## src/rtl/mtc_pkg.sv

```systemverilog
package mtc_pkg;
  // The checksum defines a 16-bit word; the register bus matches it.
  localparam int WORD_W = 16;
  localparam int REG_W  = 16;
  localparam int RA_W   = 4;
  localparam int CTRL_W = 5;

  // Control bit positions
  localparam int CB_DIAG = 0;
  localparam int CB_EN   = 1;
  localparam int CB_BANK = 2;
  localparam int CB_RW   = 3;
  localparam int CB_RIP  = 4;

  // Status bit positions
  localparam int SB_BUSY = 0;
  localparam int SB_DONE = 1;
  localparam int SB_ERR  = 2;

  localparam logic [RA_W-1:0] RA_CTRL     = 4'd0;
  localparam logic [RA_W-1:0] RA_BASE     = 4'd1;
  localparam logic [RA_W-1:0] RA_COUNT    = 4'd2;
  localparam logic [RA_W-1:0] RA_PATTERN  = 4'd3;
  localparam logic [RA_W-1:0] RA_RIPPLE   = 4'd4;
  localparam logic [RA_W-1:0] RA_IRQEN    = 4'd5;
  localparam logic [RA_W-1:0] RA_STATUS   = 4'd6;
  localparam logic [RA_W-1:0] RA_CKSUM    = 4'd7;
  localparam logic [RA_W-1:0] RA_FAILADDR = 4'd8;

  typedef enum logic [1:0] {
    OP_FILL   = 2'd0,
    OP_VERIFY = 2'd1,
    OP_CKSUM  = 2'd2
  } op_kind_t;
endpackage

```

## src/rtl/mtc_regs.sv

```systemverilog
module mtc_regs
  import mtc_pkg::*;
#(
  parameter int ADDR_W = 10,
  parameter int CNT_W  = 12
) (
  input  logic              clk,
  input  logic              rst_n,
  input  logic              reg_wr,
  input  logic [RA_W-1:0]   reg_addr,
  input  logic [REG_W-1:0]  reg_wdata,
  output logic [REG_W-1:0]  reg_rdata,
  input  logic              busy,
  input  logic              fin,
  input  logic              err,
  input  logic [ADDR_W-1:0] fail_addr,
  input  logic [WORD_W-1:0] cksum,
  output logic              start,
  output op_kind_t          start_kind,
  output logic              start_ripple,
  output logic [CNT_W-1:0]  start_nbytes,
  output logic [ADDR_W-1:0] base,
  output logic [WORD_W-1:0] pattern,
  output logic [WORD_W-1:0] ripple_base,
  output logic [CTRL_W-1:0] ctrl,
  output logic              done,
  output logic              irq
);
  logic [CTRL_W-1:0] ctrl_q;
  logic [ADDR_W-1:0] base_q;
  logic [CNT_W-1:0]  cnt_q;
  logic [WORD_W-1:0] pat_q, rip_q;
  logic              ien_q, done_q, done_d;
  logic wr_ctrl, wr_base, wr_cnt, wr_pat, wr_rip, wr_ien, wr_stat;
  logic go_test, go_cksum;

  always_comb begin
    wr_ctrl = reg_wr && (reg_addr == RA_CTRL) && !busy;
    wr_cnt  = reg_wr && (reg_addr == RA_COUNT) && !busy;
    wr_base = reg_wr && (reg_addr == RA_BASE);
    wr_pat  = reg_wr && (reg_addr == RA_PATTERN);
    wr_rip  = reg_wr && (reg_addr == RA_RIPPLE);
    wr_ien  = reg_wr && (reg_addr == RA_IRQEN);
    wr_stat = reg_wr && (reg_addr == RA_STATUS);

    go_test  = wr_ctrl && reg_wdata[CB_DIAG] && reg_wdata[CB_EN];
    go_cksum = wr_cnt && (reg_wdata[REG_W-1 -: 2] == 2'b11) && !ctrl_q[CB_DIAG];
    start    = go_test || go_cksum;

    if (go_cksum)            start_kind = OP_CKSUM;
    else if (reg_wdata[CB_RW]) start_kind = OP_VERIFY;
    else                     start_kind = OP_FILL;
    start_ripple = go_test && reg_wdata[CB_RIP];
    start_nbytes = go_cksum ? reg_wdata[CNT_W-1:0] : cnt_q;

    done_d = done_q;
    if (start) done_d = 1'b0;
    else if (wr_stat && reg_wdata[SB_DONE]) done_d = 1'b0;
    if (fin) done_d = 1'b1;
  end

  always_ff @(posedge clk or negedge rst_n) begin
    if (!rst_n) begin
      ctrl_q <= '0;
      base_q <= '0;
      cnt_q  <= '0;
      pat_q  <= '0;
      rip_q  <= '0;
      ien_q  <= 1'b0;
      done_q <= 1'b0;
    end else begin
      if (wr_ctrl) ctrl_q <= reg_wdata[CTRL_W-1:0];
      if (wr_base) base_q <= reg_wdata[ADDR_W-1:0];
      if (wr_cnt)  cnt_q  <= reg_wdata[CNT_W-1:0];
      if (wr_pat)  pat_q  <= reg_wdata;
      if (wr_rip)  rip_q  <= reg_wdata;
      if (wr_ien)  ien_q  <= reg_wdata[0];
      done_q <= done_d;
    end
  end

  always_comb begin
    reg_rdata = '0;
    case (reg_addr)
      RA_CTRL:     reg_rdata = REG_W'(ctrl_q);
      RA_BASE:     reg_rdata = REG_W'(base_q);
      RA_COUNT:    reg_rdata = REG_W'(cnt_q);
      RA_PATTERN:  reg_rdata = pat_q;
      RA_RIPPLE:   reg_rdata = rip_q;
      RA_IRQEN:    reg_rdata = REG_W'(ien_q);
      RA_STATUS:   reg_rdata = REG_W'({err, done_q, busy});
      RA_CKSUM:    reg_rdata = cksum;
      RA_FAILADDR: reg_rdata = REG_W'(fail_addr);
      default:     reg_rdata = '0;
    endcase
  end

  assign base        = base_q;
  assign pattern     = pat_q;
  assign ripple_base = rip_q;
  assign ctrl        = ctrl_q;
  assign done        = done_q;
  assign irq         = done_q && ien_q;
endmodule

```

## src/rtl/mtc_patgen.sv

```systemverilog
module mtc_patgen
  import mtc_pkg::*;
#(
  parameter int W = WORD_W
) (
  input  logic         clk,
  input  logic         rst_n,
  input  logic         start,
  input  logic         start_ripple,
  input  logic [W-1:0] fixed_word,
  input  logic [W-1:0] ripple_seed,
  input  logic         advance,
  output logic [W-1:0] word
);
  logic [W-1:0] word_q, word_d;
  logic         rip_q, rip_d;
  logic         load_en;

  always_comb begin
    word_d = word_q;
    rip_d  = rip_q;
    if (start) begin
      word_d = start_ripple ? ripple_seed : fixed_word;
      rip_d  = start_ripple;
    end else if (advance && rip_q) begin
      word_d = {word_q[W-2:0], word_q[W-1]};
    end
    load_en = start || advance;
  end

  always_ff @(posedge clk or negedge rst_n) begin
    if (!rst_n) begin
      word_q <= '0;
      rip_q  <= 1'b0;
    end else if (load_en) begin
      word_q <= word_d;
      rip_q  <= rip_d;
    end
  end

  assign word = word_q;
endmodule

```

## src/rtl/mtc_cksum.sv

```systemverilog
module mtc_cksum
  import mtc_pkg::*;
(
  input  logic              clk,
  input  logic              rst_n,
  input  logic              start,
  input  logic              in_valid,
  input  logic [WORD_W-1:0] in_word,
  output logic [WORD_W-1:0] result
);
  logic [WORD_W-1:0] acc_q, acc_d;
  logic [WORD_W:0]   sum;

  always_comb begin
    sum   = {1'b0, acc_q} + {1'b0, in_word};
    acc_d = acc_q;
    if (start)         acc_d = '0;
    else if (in_valid) acc_d = sum[WORD_W-1:0] + {{(WORD_W-1){1'b0}}, sum[WORD_W]};
  end

  always_ff @(posedge clk or negedge rst_n) begin
    if (!rst_n)                acc_q <= '0;
    else if (start || in_valid) acc_q <= acc_d;
  end

  assign result = ~acc_q;
endmodule

```

## src/rtl/mtc_seq.sv

```systemverilog
module mtc_seq
  import mtc_pkg::*;
#(
  parameter int ADDR_W = 10,
  parameter int CNT_W  = 12
) (
  input  logic              clk,
  input  logic              rst_n,
  input  logic              start,
  input  op_kind_t          start_kind,
  input  logic [ADDR_W-1:0] start_base,
  input  logic [CNT_W-1:0]  start_nbytes,
  input  logic [WORD_W-1:0] pat_word,
  output logic              advance,
  output logic              mem_req,
  output logic              mem_we,
  output logic [ADDR_W-1:0] mem_addr,
  output logic [1:0]        mem_be,
  output logic [WORD_W-1:0] mem_wdata,
  input  logic [WORD_W-1:0] mem_rdata,
  output logic              busy,
  output logic              fin,
  output logic              err,
  output logic [ADDR_W-1:0] fail_addr,
  output logic              rv_valid,
  output logic [WORD_W-1:0] rv_word
);
  typedef enum logic [1:0] {S_IDLE, S_RUN, S_DRAIN} st_t;

  st_t               st_q, st_d;
  op_kind_t          kind_q, kind_d;
  logic [ADDR_W-1:0] addr_q, addr_d;
  logic [CNT_W-1:0]  rem_q, rem_d, nwords;
  logic              odd_q, odd_d;
  logic              pv_q, pv_d;
  logic [ADDR_W-1:0] pa_q;
  logic [WORD_W-1:0] pe_q;
  logic [1:0]        pb_q, cur_be;
  logic              err_q, err_d;
  logic [ADDR_W-1:0] fa_q, fa_d;
  logic [WORD_W-1:0] mask, rd_m, ex_m;
  logic              issue;

  always_comb begin
    nwords = {1'b0, start_nbytes[CNT_W-1:1]} + {{(CNT_W-1){1'b0}}, start_nbytes[0]};
    issue  = (st_q == S_RUN);
    cur_be = (odd_q && (rem_q == {{(CNT_W-1){1'b0}}, 1'b1})) ? 2'b10 : 2'b11;
    mask   = {{(WORD_W/2){pb_q[1]}}, {(WORD_W/2){pb_q[0]}}};
    rd_m   = mem_rdata & mask;
    ex_m   = pe_q & mask;

    st_d   = st_q;
    kind_d = kind_q;
    addr_d = addr_q;
    rem_d  = rem_q;
    odd_d  = odd_q;
    pv_d   = issue && (kind_q != OP_FILL);
    err_d  = err_q;
    fa_d   = fa_q;

    if (pv_q && (kind_q == OP_VERIFY) && (rd_m != ex_m) && !err_q) begin
      err_d = 1'b1;
      fa_d  = pa_q;
    end

    case (st_q)
      S_IDLE: if (start) begin
        st_d   = (nwords == '0) ? S_DRAIN : S_RUN;
        kind_d = start_kind;
        addr_d = start_base;
        rem_d  = nwords;
        odd_d  = start_nbytes[0];
        pv_d   = 1'b0;
        err_d  = 1'b0;
        fa_d   = '0;
      end
      S_RUN: begin
        addr_d = addr_q + 1'b1;
        rem_d  = rem_q - 1'b1;
        if (rem_q == {{(CNT_W-1){1'b0}}, 1'b1}) st_d = S_DRAIN;
      end
      S_DRAIN: st_d = S_IDLE;
      default: st_d = S_IDLE;
    endcase
  end

  always_ff @(posedge clk or negedge rst_n) begin
    if (!rst_n) begin
      st_q   <= S_IDLE;
      kind_q <= OP_FILL;
      addr_q <= '0;
      rem_q  <= '0;
      odd_q  <= 1'b0;
      pv_q   <= 1'b0;
      err_q  <= 1'b0;
      fa_q   <= '0;
    end else begin
      st_q   <= st_d;
      kind_q <= kind_d;
      addr_q <= addr_d;
      rem_q  <= rem_d;
      odd_q  <= odd_d;
      pv_q   <= pv_d;
      err_q  <= err_d;
      fa_q   <= fa_d;
    end
  end

  // Read-return pipeline: captured only when a word is issued
  always_ff @(posedge clk or negedge rst_n) begin
    if (!rst_n) begin
      pa_q <= '0;
      pe_q <= '0;
      pb_q <= 2'b11;
    end else if (issue) begin
      pa_q <= addr_q;
      pe_q <= pat_word;
      pb_q <= cur_be;
    end
  end

  assign advance   = issue;
  assign mem_req   = issue;
  assign mem_we    = issue && (kind_q == OP_FILL);
  assign mem_addr  = addr_q;
  assign mem_be    = cur_be;
  assign mem_wdata = pat_word;
  assign busy      = (st_q != S_IDLE);
  assign fin       = (st_q == S_DRAIN);
  assign err       = err_q;
  assign fail_addr = fa_q;
  assign rv_valid  = pv_q && (kind_q == OP_CKSUM);
  assign rv_word   = rd_m;
endmodule

```

## src/rtl/memtest_cksum_engine.sv

```systemverilog
module memtest_cksum_engine
  import mtc_pkg::*;
#(
  parameter int ADDR_W = 10,
  parameter int CNT_W  = 12
) (
  input  logic              clk,
  input  logic              rst_n,
  input  logic              reg_wr,
  input  logic [RA_W-1:0]   reg_addr,
  input  logic [REG_W-1:0]  reg_wdata,
  output logic [REG_W-1:0]  reg_rdata,
  output logic              mem_req,
  output logic              mem_we,
  output logic              mem_bank,
  output logic [ADDR_W-1:0] mem_addr,
  output logic [1:0]        mem_be,
  output logic [WORD_W-1:0] mem_wdata,
  input  logic [WORD_W-1:0] mem_rdata,
  output logic              busy,
  output logic              done,
  output logic              irq
);
  logic [1:0]        rs_q;
  logic              rst_sn;
  logic              start_w, ripple_w, fin_w, err_w, adv_w, rv_valid_w;
  op_kind_t          kind_w;
  logic [CNT_W-1:0]  nbytes_w;
  logic [ADDR_W-1:0] base_w, fail_w;
  logic [WORD_W-1:0] pat_w, rip_w, word_w, rv_word_w, cksum_w;
  logic [CTRL_W-1:0] ctrl_w;

  // Reset asserts at once and releases two edges later
  always_ff @(posedge clk or negedge rst_n) begin
    if (!rst_n) rs_q <= 2'b00;
    else        rs_q <= {rs_q[0], 1'b1};
  end
  assign rst_sn = rs_q[1];

  mtc_regs #(.ADDR_W(ADDR_W), .CNT_W(CNT_W)) u_regs (
    .clk(clk), .rst_n(rst_sn),
    .reg_wr(reg_wr), .reg_addr(reg_addr), .reg_wdata(reg_wdata), .reg_rdata(reg_rdata),
    .busy(busy), .fin(fin_w), .err(err_w), .fail_addr(fail_w), .cksum(cksum_w),
    .start(start_w), .start_kind(kind_w), .start_ripple(ripple_w), .start_nbytes(nbytes_w),
    .base(base_w), .pattern(pat_w), .ripple_base(rip_w), .ctrl(ctrl_w),
    .done(done), .irq(irq)
  );

  mtc_patgen #(.W(WORD_W)) u_pat (
    .clk(clk), .rst_n(rst_sn), .start(start_w), .start_ripple(ripple_w),
    .fixed_word(pat_w), .ripple_seed(rip_w), .advance(adv_w), .word(word_w)
  );

  mtc_seq #(.ADDR_W(ADDR_W), .CNT_W(CNT_W)) u_seq (
    .clk(clk), .rst_n(rst_sn),
    .start(start_w), .start_kind(kind_w), .start_base(base_w), .start_nbytes(nbytes_w),
    .pat_word(word_w), .advance(adv_w),
    .mem_req(mem_req), .mem_we(mem_we), .mem_addr(mem_addr), .mem_be(mem_be),
    .mem_wdata(mem_wdata), .mem_rdata(mem_rdata),
    .busy(busy), .fin(fin_w), .err(err_w), .fail_addr(fail_w),
    .rv_valid(rv_valid_w), .rv_word(rv_word_w)
  );

  mtc_cksum u_sum (
    .clk(clk), .rst_n(rst_sn), .start(start_w),
    .in_valid(rv_valid_w), .in_word(rv_word_w), .result(cksum_w)
  );

  assign mem_bank = ctrl_w[CB_BANK];
endmodule

```

## config.mk

```make
export PLATFORM = sky130hd
export DESIGN_NAME = memtest_cksum_engine
export DESIGN_NICKNAME = d
export VERILOG_FILES = /design/src/rtl/mtc_pkg.sv /design/src/rtl/mtc_regs.sv /design/src/rtl/mtc_patgen.sv /design/src/rtl/mtc_cksum.sv /design/src/rtl/mtc_seq.sv /design/src/rtl/memtest_cksum_engine.sv
export SDC_FILE = /design/constraint.sdc
export NUM_CORES = 1
export LEC_CHECK = 0
export ABC_AREA = 0
export BUFFER_PORTS_ARGS = -buffer_cell sky130_fd_sc_hd__clkbuf_2
export CAP_MARGIN = 20
export CELL_PAD_IN_SITES_DETAIL_PLACEMENT = 2
export CELL_PAD_IN_SITES_GLOBAL_PLACEMENT = 2
export CORE_MARGIN = 3
export CORE_UTILIZATION = 41
export DETAILED_ROUTE_END_ITERATION = 10
export PLACE_DENSITY = 0.89
export SETUP_SLACK_MARGIN = 0.15
export SYNTH_ARGS = -nofsm -noshare
export SYNTH_HDL_FRONTEND = slang
export SYNTH_SLANG_ARGS = --single-unit
```

## constraint.sdc

```tcl
create_clock -name clk -period 9.3 [get_ports clk]
set_input_delay 1.86 -clock clk [delete_from_list [all_inputs] [get_ports clk]]
set_output_delay 1.86 -clock clk [all_outputs]
set_load 0.05 [all_outputs]
```

### Word level (Yosys, flattened, before mapping)

Cells that the tools add are included.

* flip-flop bits (word level): 163
* input bits: 39
* output and inout port bits: 50
* word-level logic and storage cells: 122

* add/subtract/negate cells: 5
* equality and inequality tests: 17
* mux-type cells: 29
* bitwise logic cells: 3
* reductions and logical operators: 46

Operators by type and width (count)
* one-hot mux 16 bit (9 select lines): 1
* 2-to-1 mux 16 bit: 5
* 2-to-1 mux 10 bit: 4
* bitwise AND 16 bit: 2
* logical AND 1 bit: 24
* 2-to-1 mux 12 bit: 2
* one-hot mux 12 bit (2 select lines): 1
* one-hot mux 10 bit (2 select lines): 1
* adder 16 x 16 -> 17 bit: 1
* adder 16 x 1 -> 16 bit: 1
* equality test 4 x 3 -> 1 bit (second input constant): 4
* inequality test 16 bit: 1
* NOT 16 bit: 1
* adder 11 x 1 -> 12 bit: 1
* equality test 12 x 1 -> 1 bit (second input constant): 1
* logical NOT 12 bit: 1
* AND reduction 2 bit: 6
* subtractor 12 x 1 -> 12 bit (second input constant): 1
* adder 10 x 1 -> 10 bit (second input constant): 1
* 2-to-1 mux 1 bit: 10
* nonzero test 2 bit: 5
* equality test 4 x 2 -> 1 bit (second input constant): 2
* 2-to-1 mux 2 bit: 4
* equality test 2 bit (second input constant): 3
* other kinds (11): 17

### Logic depth before layout (Yosys ltp)

Gate-level depths: netlist (run 1).

* word-level depth: 11
* gate-level depth with buffers: 21
* gate-level depth less buffers: 21

### By module

A second synthesis (run 1) with hierarchy kept.

* cell total of the unflattened synthesis: 1054
* area, all modules: 10229.8 um2

By module, submodules not included
* mtc_seq: times used 1, cells an instance 448, area an instance 3903.7 um2, sequential area each 1652.8 um2
* mtc_regs: times used 1, cells an instance 258, area an instance 3150.5 um2, sequential area each 1526.5 um2
* mtc_cksum: times used 1, cells an instance 252, area an instance 1981.9 um2, sequential area each 400.4 um2
* mtc_patgen: times used 1, cells an instance 93, area an instance 1139.8 um2, sequential area each 425.4 um2
* memtest_cksum_engine: times used 1, cells an instance 3, area an instance 53.8 um2, sequential area each 50.0 um2

### Worst setup path before layout (run 1)

Ideal clock, no wire load.

* kind: input port to output port
* start point: input reg_addr[1]
* end point: output reg_rdata[5]
* data arrival time: 3873 ps
* data required time: 7440 ps
* path slack: 3567 ps
* stages on the path: 5
* buffers on the path: 1
* cells stage by stage: buf_2 -> inv_1 -> nor4b_1 -> a222oi_1 -> a21oi_1

* longest elaborated chain between the ends: 2
* elaborated cells on any way between the ends: 10
* those cells by class: eq/ne: 8; mux: 1; reduce/logical: 1

Ends and longest elaborated chain
* from (decl): line memtest_cksum_engine.sv:10 `input logic [RA_W-1:0] reg_addr,`
* equality test 4 bit (tied with other cells): line mtc_regs.sv:84 `case (reg_addr)`
* one-hot mux 16 bit (9 select lines) (*): line mtc_regs.sv:84
* to (decl): line memtest_cksum_engine.sv:12 `output logic [REG_W-1:0] reg_rdata,`

Every way passes the cells marked *; elsewhere a longest branch is shown, timed or not.

### Worst setup path in the final report (run 1)

* start point: input reg_addr[3]
* end point: output reg_rdata[6]

Same word-level chain as after synthesis.

==> impl_results.md, run 1 <==
* Final Cycle Share at 66.9%
* WP data arrival at approximately 4.4 ns
* Maximum vdd drop at 0.210 mV
* Ys flop type: dfrtp_1
* Share of layout cells above drive strength 1 at 19.4%
* Mapped cell area at 9280 µm²
* Layout Utilization at between 40% and 50%
* GRT Overall Usage at 32.8%
* # DRC at 0
* CTS tree: built
* CP Max Fanout at 17
* Root Buffer: clkbuf_16
* Max-slew violations at 0
* Clk sink count at between 150 and 200
* Iter 0 DRT Violations at 777
* Synth Area in Adders at 3.32%
* PortBufs at 87
* Initial Util at around 42%
* RSZ-0062 raised after global routing: no
* CTS resizes at 0
* Via count of the first global-routing pass at 9660
* Largest net degree at the start of global routing at 68
* CTS H-tree lvls at 4
* Crit end category: output pin
* CTS Hold Bufs at 0
* # Post-CTS Setup Buffers at 0
* Commonest non-fill, non-tap cell in the layout: nand2_1
* Avg Vias per Cell at 6.37
* Finish-stage setup viols at 0
* Final ANT Viol Nets at 0
* Reg-to-reg startpoint: u_seq.pb_q[0]
* Max_cap viols at 0
* #FFs+latches synth at 162
* Critical-path top delay cell: nand2_1
* Fill cells at 2330
* Num CTS Buffers at 17
* Routed WL at 39.6 mm
* Final nets at 1130
* Mean post-synth cell area at 9.26 µm²
* Worst-margin pin slew at 1.02 ns
* Cells along the critical path: clkbuf_2 -> nand2b_1 -> nor2_1 -> nand2_1 -> nor2_1 -> a221oi_1 -> a21oi_1 -> clkbuf_2
* Clock-pin slew on the worst setup and hold paths at 0.08 ns
* Fmax at 0.161 GHz
* Multi-input gate area in the final layout at 4980 µm²
* Crit path time final at 6.23 ns
* Via count at 8663
* Post-synthesis compound-gate area fraction at 14.6%
* Number of flops mapped to enable cells by yosys at 0
* Initial antenna violation count at 1
* Die height at roughly 160 µm
* Startpoint Class: input port
* Worst skew pair latency at 0.46 ns
* Most frequent cells in the layout: nand2_1 (182), dfrtp_1 (160), nor2_1 (89), clkbuf_2 (87)
* Seq/Total Area, Yosys at 43.7%
* Ports at 89
* Ys async rst share at 100%
* Crit path required time at 7.44 ns
* Cell Rows at 54
* Sum of negative setup slack at 0 ns
* Slew HR at 31.3%
* Simple-Gate Fraction of Synth Area at 18.7%
* Synth Instances at 1003
* First-pass GRT wire length at 60.7 mm
* Status: complete, no violations
* DR pass1 iterations at 5
* Gpl congestion at 0.834
* Core ar. at 22000 µm²
* Worst hold path class: flip-flop to async pin
* Grt total ovfl at 0
* WHS at 0.374 ns
* CP max stage delay at 0.54 ns
* CP Buf/Inv Count at 2
* Largest family of logic cells by synthesized area: simple AND/OR/NAND/NOR gates
* Reg area at 4060 µm²
* Yosys cell types at 68
* DIE AREA at 24500 µm²
* Area Growth Syn to Fin at 14.4%
* Post-DP HPWL at 25.5 mm
* CP Class: input port to output pin
* Clock skew at 0.0159 ns
* Post-synthesis mux area share at 11.2%
* Placed cell area at 9980 µm²
* CTS Buffer Depth at 2
* Final Hold Violating Endpoints at 0
* XOR/XNOR Fraction of Synth Area at between 5 and 6%
* Crit-path leading delay family: simple AND/OR/NAND/NOR gates
* Pwr dens at ~270 nW/µm²
* Lkg Pwr at 0.00490 µW
* Final Cell Area at 10600 µm²
* Ys Warns at 0
* Worst setup path start: reg_addr[3]
* Die Width at 156 µm
* Per-cell routed wire length at 29.1 µm
stage by stage:
step,power (µW),instances,setup slack (ns)
2_1_floorplan,1650,1004,3.57
3_3_place_gp,1910,1326,3.31
3_5_place_dp,1990,1326,2.99
4_1_cts,2820,1358,3.18
5_1_grt,2970,1361,3.01
6_report,2840,1361,3.07
sequential cells by signal, indices dropped and copies added (netlist names), 5 cells and up:
| register | flops |
|---|---|
| u_seq.rem_q | 12 |
| u_regs.pattern | 16 |
| u_pat.word | 16 |
| u_regs.cnt_q | 12 |
| u_regs.base | 10 |
| u_seq.pa_q | 10 |
| u_seq.pe_q | 16 |
| u_seq.fail_addr | 10 |
| u_seq.mem_addr | 10 |
| u_sum.acc_q | 16 |
| u_regs.ripple_base | 16 |
| u_regs.ctrl | 5 |
power by group:
| part | total [µW] | switching (µW) | leakage (µW) | internal [µW] |
|---|---|---|---|---|
| Clock | 785 | 373 | 0.000299 | 412 |
| Combinational | 1010 | 688 | 0.00257 | 324 |
| Sequential | 1050 | 199 | 0.00203 | 846 |
| Total | 2840 | 1260 | 0.00490 | 1580 |
cells by family (layout without fill, tap and decap cells):
group,after synthesis,after routing
AND/OR/NAND/NOR,381,381
AO/OA/AOI/OAI,209,209
flip-flops,162,162
multiplexers,96,96
buffers and inverters,74,150
XOR/XNOR,56,56
adder cells (fa/ha/maj),24,24
other,1,3
synth_stat cells (3+ instances only):
master,instances,share of area [%]
dfrtp_1,161,43
nand2_1,182,7.4
nor3_1,14,0.75
mux2_2,59,7.2
buf_2,6,0.32
xnor2_1,32,3.0
nand3_1,22,1.2
and2_1,9,0.61
ha_1,23,3.1
a211o_1,3,0.28
a221oi_1,5,0.47
nor2b_1,6,0.40
a21o_1,8,0.65
o211ai_1,11,0.89
mux2i_1,36,3.9
o21ai_0,43,2.3
o2111ai_1,5,0.47
a22oi_1,5,0.40
nor4b_1,3,0.28
a31oi_1,10,0.67
nand4b_1,3,0.28
nand4_1,10,0.67
a222oi_1,5,0.54
a311oi_1,4,0.38
and3_1,10,0.67
a211oi_1,15,1.2
nor4_1,4,0.27
nor2_1,89,3.6
buf_1,7,0.28
o22ai_1,4,0.27
a32oi_1,5,0.47
nand2b_1,10,0.67
a21oi_1,60,3.2
a221o_1,6,0.65
clkbuf_1,44,1.8
or3_1,5,0.34
xor2_1,24,2.3
inv_1,16,0.65
o31ai_1,4,0.32
layout make-up:
class                   count  area share [%]
diodes                      1          0.0236
clock buffers              18            4.04
clock inverters            14            1.73
inverters                  16           0.566
multi-input cells         768            46.9
flip-flops and latches    162            38.2
well taps                 280            3.30
repair buffers            102            5.23
path summary, 6_finish.rpt:
path / end / slack, ns / depth (start not counted)
setup / recovery: reg_rdata[6] / 3.07 / 8
hold reg to reg: u_seq.pe_q[13] / 0.37 / 0
setup reg to reg: u_sum.acc_q[8] / 4.19 / 21
max in group asynchronous: u_regs.base[4] / 7.54 / 1
min in group clk: rs_q[1] / 0.37 / 0
hold / removal: u_seq.pe_q[13] / 0.37 / 0
metal layers:
layer  vias to the layer above  share of wire [%]  GRT usage [%]
met5                         -                  0              0
met4                         0                4.5           14.3
met3                       124                5.4           6.31
met2                       369                 50           55.5
met1                      4484                 40           41.0
li1                       3686                  -              -
Power figures use the tool's default switching activity.
==> run 2: changes to the inputs <==
--- a/config.mk
+++ b/config.mk
@@ -5,15 +5,15 @@
 export SDC_FILE = /design/constraint.sdc
 export NUM_CORES = 1
 export LEC_CHECK = 0
-export ABC_AREA = 0
+export ABC_AREA = 1
 export BUFFER_PORTS_ARGS = -buffer_cell sky130_fd_sc_hd__clkbuf_2
 export CAP_MARGIN = 20
 export CELL_PAD_IN_SITES_DETAIL_PLACEMENT = 2
 export CELL_PAD_IN_SITES_GLOBAL_PLACEMENT = 2
 export CORE_MARGIN = 3
-export CORE_UTILIZATION = 41
+export CORE_UTILIZATION = 35
 export DETAILED_ROUTE_END_ITERATION = 10
-export PLACE_DENSITY = 0.89
+export PLACE_DENSITY = 0.82
 export SETUP_SLACK_MARGIN = 0.15
 export SYNTH_ARGS = -nofsm -noshare
 export SYNTH_HDL_FRONTEND = slang
==> constraint.sdc (replaced) <==
create_clock -name clk -period 6.06 [get_ports clk]
set_input_delay 1.212 -clock clk [delete_from_list [all_inputs] [get_ports clk]]
set_output_delay 1.212 -clock clk [all_outputs]
set_load 0.05 [all_outputs]
==> run 2 against run 1 <==
Effect of this change:
- register-to-register slack got worse by 2.6 ns
- via count increased by 8.0%
- clock skew decreased by 0.0025 ns
- first-iteration DRC count decreased by 24%
- non-clock buffer count decreased by 5
- synthesized cell count increased by 27%
- die area increased by 20%
- global-route usage decreased by 7.3 points
- sequential share of layout area decreased by 1.1 points
- combinational power increased by 110%
- clock-buffer cell count decreased by 1
==> impl_results.md, run 2 <==
* Status: complete, no violations
* Grt total ovfl at 0 (unchanged)
* Psw at 2350 µW (+86%)
* Power Internal at 2540 µW (+60%)
* Mean post-synth cell area at 7.51 µm² (-19%)
* Core ar. at 26500 µm² (+20%)
* First-pass GRT wire length at 58.3 mm (-4.0%)
* Largest net degree at the start of global routing at 63 (-7.4%)
* Sum of negative setup slack at 0 ns (unchanged)
* Dominant cell type by area after synthesis: dfrtp_1
* CP Max Fanout at 4 (-13)
* Most frequent cells in the layout: nand2_1 (319), o21ai_0 (185), inv_1 (169), dfrtp_1 (160), clkbuf_2 (87)
* WP data arrival at 4.99 ns (+0.62 ns)
* Area Growth Syn to Fin at 14.1%
* Per-cell routed wire length at 21.7 µm (-25%)
* Root Buffer: clkbuf_16
* Post-DP HPWL at 27.5 mm (+8.0%)
* Area share of the largest cell type after synthesis at 42.1% (-1.3 points)
* # diodes at 0 (-1)
* Fill cells at 3103 (+33%)
* Startpoint Class: input port
* CTS Hold Bufs at 0 (unchanged)
* Lkg Pwr at 0.00557 µW (+14%)
* Post-synth top cells: nand2_1 (319), o21ai_0 (185), inv_1 (170), dfrtp_1 (161), nor2_1 (80)
* CTS H-tree lvls at 4 (unchanged)
* GRT Overall Usage at 25.5% (-7.3 points)
* Crit path time final at 4.67 ns
* Via count of the first global-routing pass at 10.2k (+5.2%)
* Pwr dens at 447 nW/µm² (+67%)
* Clock share of power at 22.4% (-5.2 points)
* Number of flops mapped to enable cells by yosys at 0 (unchanged)
* Finish-stage setup viols at 0 (unchanged)
* Commonest non-fill, non-tap cell in the layout: nand2_1
* CTS Buffer Depth at 2 (unchanged)
* Ys flop type: dfrtp_1
* Final Hold Violating Endpoints at 0 (unchanged)
* Share of layout cells above drive strength 1 at 13.5% (-6.0 points)
* RSZ-0062 raised after global routing: no
* Critical-path top delay cell: fa_1
* Slew HR at 30.4% (-0.90 points)
* Flop pwr share at 34.4% (-2.4 points)
* Ports at 89 (unchanged)
* Layout Utilization at 41.2% (-7.0 points)
* Crit-path leading delay family: simple AND/OR/NAND/NOR gates
* CP Class: input port to flip-flop
* Max_cap viols at 0 (unchanged)
* Crit end category: flip-flop
* Mapped cell area at 9570 µm² (+3.1%)
* Via count at 9359 (+8.0%)
* Initial antenna violation count at 2 (+1)
* Num CTS Buffers at 17 (unchanged)
* Die Width at 171 µm (+9.5%)
* CTS resizes at 0 (unchanged)
* Final nets at 1410 (+25%)
* Ys Warns at 0 (unchanged)
* CTS tree: built
* Ys async rst share at 100% (unchanged)
* Max-slew violations at 0 (unchanged)
* Iter 0 DRT Violations at 592 (-24%)
* Worst hold path class: flip-flop to flip-flop
* Routed WL at 36.8 mm (-7.0%)
* CP max stage delay at 0.41 ns (-0.13 ns)
* Most frequent cell after synthesis: nand2_1
* Synth Instances at 1275 (+27%)
* Combinational Power Share at 43.2% (+7.6 points)
* Avg Vias per Cell at 5.52 (-13%)
* Yosys cell types at 57 (-16%)
* Clock skew at 0.0134 ns (-0.00245 ns)
* Final Cycle Share at between 70% and 80%
* Worst-margin pin slew at 1.04 ns (+0.0203 ns)
* Cell Rows at 59 (+9.3%)
* # Post-CTS Setup Buffers at 0 (unchanged)
* Die height at 171 µm (+9.5%)
* DIE AREA at 29400 µm² (+20%)
* Seq/Total Area, Yosys at 42.4% (-1.3 points)
* # DRC at 0 (unchanged)
* Maximum vdd drop at 0.174 mV (-17%)
* Gpl congestion at 0.877 (+5.1%)
* CP Buf/Inv Count at 5 (+3)
* Clk sink count at 162 (unchanged)
* Largest cells by area after synthesis: dfrtp_1 (42%), nand2_1 (13%), o21ai_0 (9.7%)
* Clock-pin slew on the worst setup and hold paths at 0.08 ns (about the same)
* Final ANT Viol Nets at 0 (unchanged)
* Crit path required time at 6.38 ns (-1.06 ns)
* Sw Ratio at 48.1% (+3.7 points)
* #FFs+latches synth at 162 (unchanged)
* Fmax at 0.214 GHz
* Worst skew pair latency at 0.44 ns (-0.02 ns)
* DR pass1 iterations at 5 (unchanged)
* Initial Util at 36.1% (-6.0 points)
* PortBufs at 87 (unchanged)
[run 2: logic make-up (layout without fill, tap and decap cells)]
kind of cell             count (synthesis)  in the layout  synth area share [%]
other                                    1              2                0.0392
buffers and inverters                  222            306                  9.02
XOR/XNOR                                25             25                  2.37
adder cells (fa/ha/maj)                 24             24                  3.22
multiplexers                             5              5                 0.588
AO/OA/AOI/OAI                          311            311                  18.4
flip-flops                             162            162                  42.4
AND/OR/NAND/NOR                        525            525                  24.0
[run 2: path summary, 6_finish.rpt]
path,end,startpoint,slack [ns],cells after the start
max in group asynchronous,u_sum.acc_q[7],rs_q[1],4.27,1
min in group asynchronous,u_regs.cnt_q[9],rs_q[1],0.45,0
max,u_sum.acc_q[14],mem_rdata[0],1.39,25
min reg2reg,rs_q[1],rs_q[0],0.36,0
max reg2reg,u_sum.acc_q[14],u_seq.pb_q[0],1.59,24
min,rs_q[1],rs_q[0],0.36,0
[run 2: layout make-up]
cell class	instances	area, µm²	area share (%)
repair buffers	97	531	4.86
flip-flops and latches	162	4060	37.2
multi-input cells	892	4660	42.7
clock inverters	15	163	1.49
clock buffers	17	425	3.89
inverters	177	664	6.08
well taps	335	419	3.84
[run 2: per-layer routing]
| layer | part of all wire (%) | wire (µm) | GRT usage (%) |
|---|---|---|---|
| met1 | 46 | 16800 | 34.1 |
| met2 | 50 | 18300 | 44.4 |
| met3 | 3.0 | 1120 | 3.15 |
| met4 | 1.5 | 539 | 6.02 |
| met5 | 0.035 | 13 | 0 |
[run 2: worst register-to-register path, delay by kind of cell, from the launching register on]
kind	cells	cell delay, ns
DFF	1	0.65
buffers and inverters	4	0.30
and+or+nand+nor	13	1.99
AOI/OAI and AO/OA	3	0.36
adders and majority gates	4	1.04
[run 2: power groups by stage]
stage | sequential, µW | clock [µW] | combinational, µW
2_1_floorplan | 1740 | 0 | 1310
3_3_place_gp | 1670 | 0 | 1960
3_5_place_dp | 1690 | 0 | 2050
4_1_cts | 1680 | 1110 | 2090
5_1_grt | 1720 | 1170 | 2350
6_report | 1680 | 1100 | 2110
[run 2: per-stage QoR]
| step | cells | total power (µW) | cell area [µm²] | hold slack, ns | worst slack [ns] |
|---|---|---|---|---|---|
| 3_3_place_gp | 1661 | 3630 | 10300 | 0.343 | 1.40 |
| 6_report | 1695 | 4890 | 10900 | 0.355 | 1.39 |
| 5_1_grt | 1695 | 5240 | 10900 | 0.373 | 1.12 |
| 4_1_cts | 1693 | 4880 | 10900 | 0.362 | 1.49 |
| 3_5_place_dp | 1661 | 3730 | 10300 | 0.338 | 1.07 |
| 2_1_floorplan | 1276 | 3050 | 9570 | 0.331 | 1.21 |
==> run 3: changes to the inputs <==
--- a/config.mk
+++ b/config.mk
@@ -11,9 +11,9 @@
 export CELL_PAD_IN_SITES_DETAIL_PLACEMENT = 2
 export CELL_PAD_IN_SITES_GLOBAL_PLACEMENT = 2
 export CORE_MARGIN = 3
-export CORE_UTILIZATION = 35
+export CORE_UTILIZATION = 32
 export DETAILED_ROUTE_END_ITERATION = 10
-export PLACE_DENSITY = 0.82
+export PLACE_DENSITY = 0.79
 export SETUP_SLACK_MARGIN = 0.15
 export SYNTH_ARGS = -nofsm -noshare
 export SYNTH_HDL_FRONTEND = slang
==> constraint.sdc (replaced) <==
create_clock -name clk -period 4.1 [get_ports clk]
set_input_delay 0.82 -clock clk [delete_from_list [all_inputs] [get_ports clk]]
set_output_delay 0.82 -clock clk [all_outputs]
set_load 0.05 [all_outputs]
==> run 3 against run 2 <==
Effect of this change:
- clock-buffer cell count rose by 1
- cell count rose by 4.4%
- first-iteration DRC count rose by 1.2%
- power rose by 49%
- via count rose by 0.76%
- wire length rose by 3.4%
- core utilization fell by 2.5 points
==> impl_results.md, run 3 (synthesized netlist as in run 2, its figures left out) <==
* Status: complete, no violations
* Maximum vdd drop at 0.286 mV (+64%)
* First-pass GRT wire length at 58.8 mm (+0.94%)
* Area Growth Syn to Fin at 17.8%
* # diodes at 0 (unchanged)
* Layout Utilization at 38.7% (-2.5 points)
* Gpl congestion at 0.851 (-2.9%)
* Per-cell routed wire length at 21.5 µm (-0.96%)
* CTS H-tree lvls at 4 (unchanged)
* Core ar. at 29100 µm² (+9.8%)
* Sum of negative setup slack at 0 ns (unchanged)
* Slew HR at 50.6% (+20 points)
* WHS at 0.160 ns (-0.195 ns)
* CP Class: flip-flop to flip-flop
* Final Hold Violating Endpoints at 0 (unchanged)
* Pwr dens at 645 nW/µm² (+44%)
* # DRC at 0 (unchanged)
* Worst hold path class: input port to async pin
* Worst-margin pin slew at 0.739 ns (-0.302 ns)
* Pre-CTS setup slack at -0.225 ns (-1.30 ns)
* DIE AREA at 32000 µm² (+9.0%)
* Die Width at 179 µm (+4.4%)
* Die height at 179 µm (+4.4%)
* Cell total after placement at 1728 (+4.0%)
* Max-slew violations at 0 (unchanged)
* Largest net degree at the start of global routing at 76 (+21%)
* Fill cells at 3408 (+9.8%)
* CTS Hold Bufs at 0 (unchanged)
* Crit path required time at 4.42 ns (-1.96 ns)
* Routed WL at 38.1 mm (+3.4%)
* Grt total ovfl at 0 (unchanged)
* Worst skew pair latency at 0.43 ns (about the same)
* Via count at 9430 (+0.76%)
* Clock skew at 0.0139 ns (+0.000454 ns)
* DR pass1 iterations at 5 (unchanged)
* Fin cells at 1770 (+4.4%)
* Final Worst Setup Slack at 0.255 ns (-1.14 ns)
* Clk sink count at 162 (unchanged)
* Root Buffer: clkbuf_16
* Crit end category: flip-flop
* Lkg Pwr at 0.00569 µW (+2.3%)
* WP data arrival at 4.16 ns (-0.83 ns)
* Initial Util at 32.9% (-3.2 points)
* Commonest non-fill, non-tap cell in the layout: nand2_1
* GRT Overall Usage at 23.9% (-1.6 points)
* Iter 0 DRT Violations at 599 (+1.2%)
* Final nets at 1437 (+1.9%)
* Crit path time final at 3.84 ns
* CTS Buffer Depth at 2 (unchanged)
* CTS tree: built
* Post-DP HPWL at 28.5 mm (+3.4%)
* Share of layout cells above drive strength 1 at 16.4% (+2.9 points)
* Clock-pin slew on the worst setup and hold paths at 0.07 ns (about the same)
* Cell Rows at 62 (+5.1%)
* PortBufs at 87 (unchanged)
* Final ANT Viol Nets at 0 (unchanged)
* Max_cap viols at 0 (unchanged)
* Num CTS Buffers at 17 (unchanged)
* Most frequent cells in the layout: nand2_1 (317), o21ai_0 (185), inv_1 (167), dfrtp_1 (160), clkbuf_2 (87)
* Fmax at 0.260 GHz
* Initial antenna violation count at 0 (-2)
* Via count of the first global-routing pass at 10.3k (+1.3%)
* Finish-stage setup viols at 0 (unchanged)
* Final Cycle Share at 93.8%
* CP Max Fanout at 4 (unchanged)
* Ports at 89 (unchanged)
* Startpoint Class: flip-flop
* RSZ-0062 raised after global routing: no
* Avg Vias per Cell at 5.33 (-3.5%)
run 3: metrics by stage:
step                power [µW]  instance area (µm²)
finish                    7270                11300
global route              7810                11300
CTS                       7210                11100
detailed placement        5570                10500
global placement          5410                10500
floorplan                 4510                 9580
run 3: worst paths after layout:
| path | start | to | slack (ns) | depth (start not counted) |
|---|---|---|---|---|
| min reg2reg | rs_q[0] | rs_q[1] | 0.35 | 0 |
| max reg2reg | u_seq.pb_q[0] | u_sum.acc_q[13] | 0.26 | 23 |
| min in group clk | rs_q[0] | rs_q[1] | 0.35 | 0 |
| min | rst_n | rs_q[1] | 0.16 | 1 |
| max in group asynchronous | rs_q[1] | u_regs.base[2] | 2.70 | 1 |
| max | u_seq.pb_q[0] | u_sum.acc_q[13] | 0.26 | 23 |
run 3: power by group:
part / internal (µW) / switching [µW] / total (µW)
clock network: 861 / 713 / 1570
logic: 933 / 2290 / 3220
registers: 2040 / 426 / 2470
run 3: per-layer routing:
layer / up-vias / global-route usage, % / wire (µm)
met5: - / 0 / 0
met4: 0 / 5.94 / 833
met2: 172 / 41.9 / 19200
met1: 4832 / 31.2 / 16800
met3: 40 / 3.01 / 1200
li1: 4386 / - / -
run 3: timing repair:
item	in CTS	in global routing
pin swaps	1	16
hold endpoints to repair	0	0
resized for setup	2	20
setup endpoints to repair	6	9
buffers inserted	1	8
run 3: area by class of cell:
type	count	area [µm²]	share of cell area [%]
Multi-Input combinational cell	892	4740	42.0
Timing Repair Buffer	124	766	6.79
Inverter	177	664	5.90
Sequential cell	162	4060	36.0
Clock inverter	13	125	1.11
Tap cell	384	480	4.26
Clock buffer	18	439	3.90
run 3: critical path, stage by stage (launching register included):
cell and delay, ns:
dfstp_2 0.57, nand2_1 0.06, inv_1 0.06, ha_2 0.18, inv_2 0.04, fa_2 0.37, inv_2 0.08, nand3_2 0.06
nand2_2 0.11, a21oi_4 0.07, or2_4 0.27, nand2_2 0.09, a21oi_2 0.06, o21bai_1 0.15, ha_2 0.25, nand2_1 0.10
nor2_2 0.15, nand2_1 0.13, nor2_2 0.20, nand4_1 0.17, nor2_2 0.25, nand2_1 0.12, nor2_1 0.13, o21ai_1 0.09
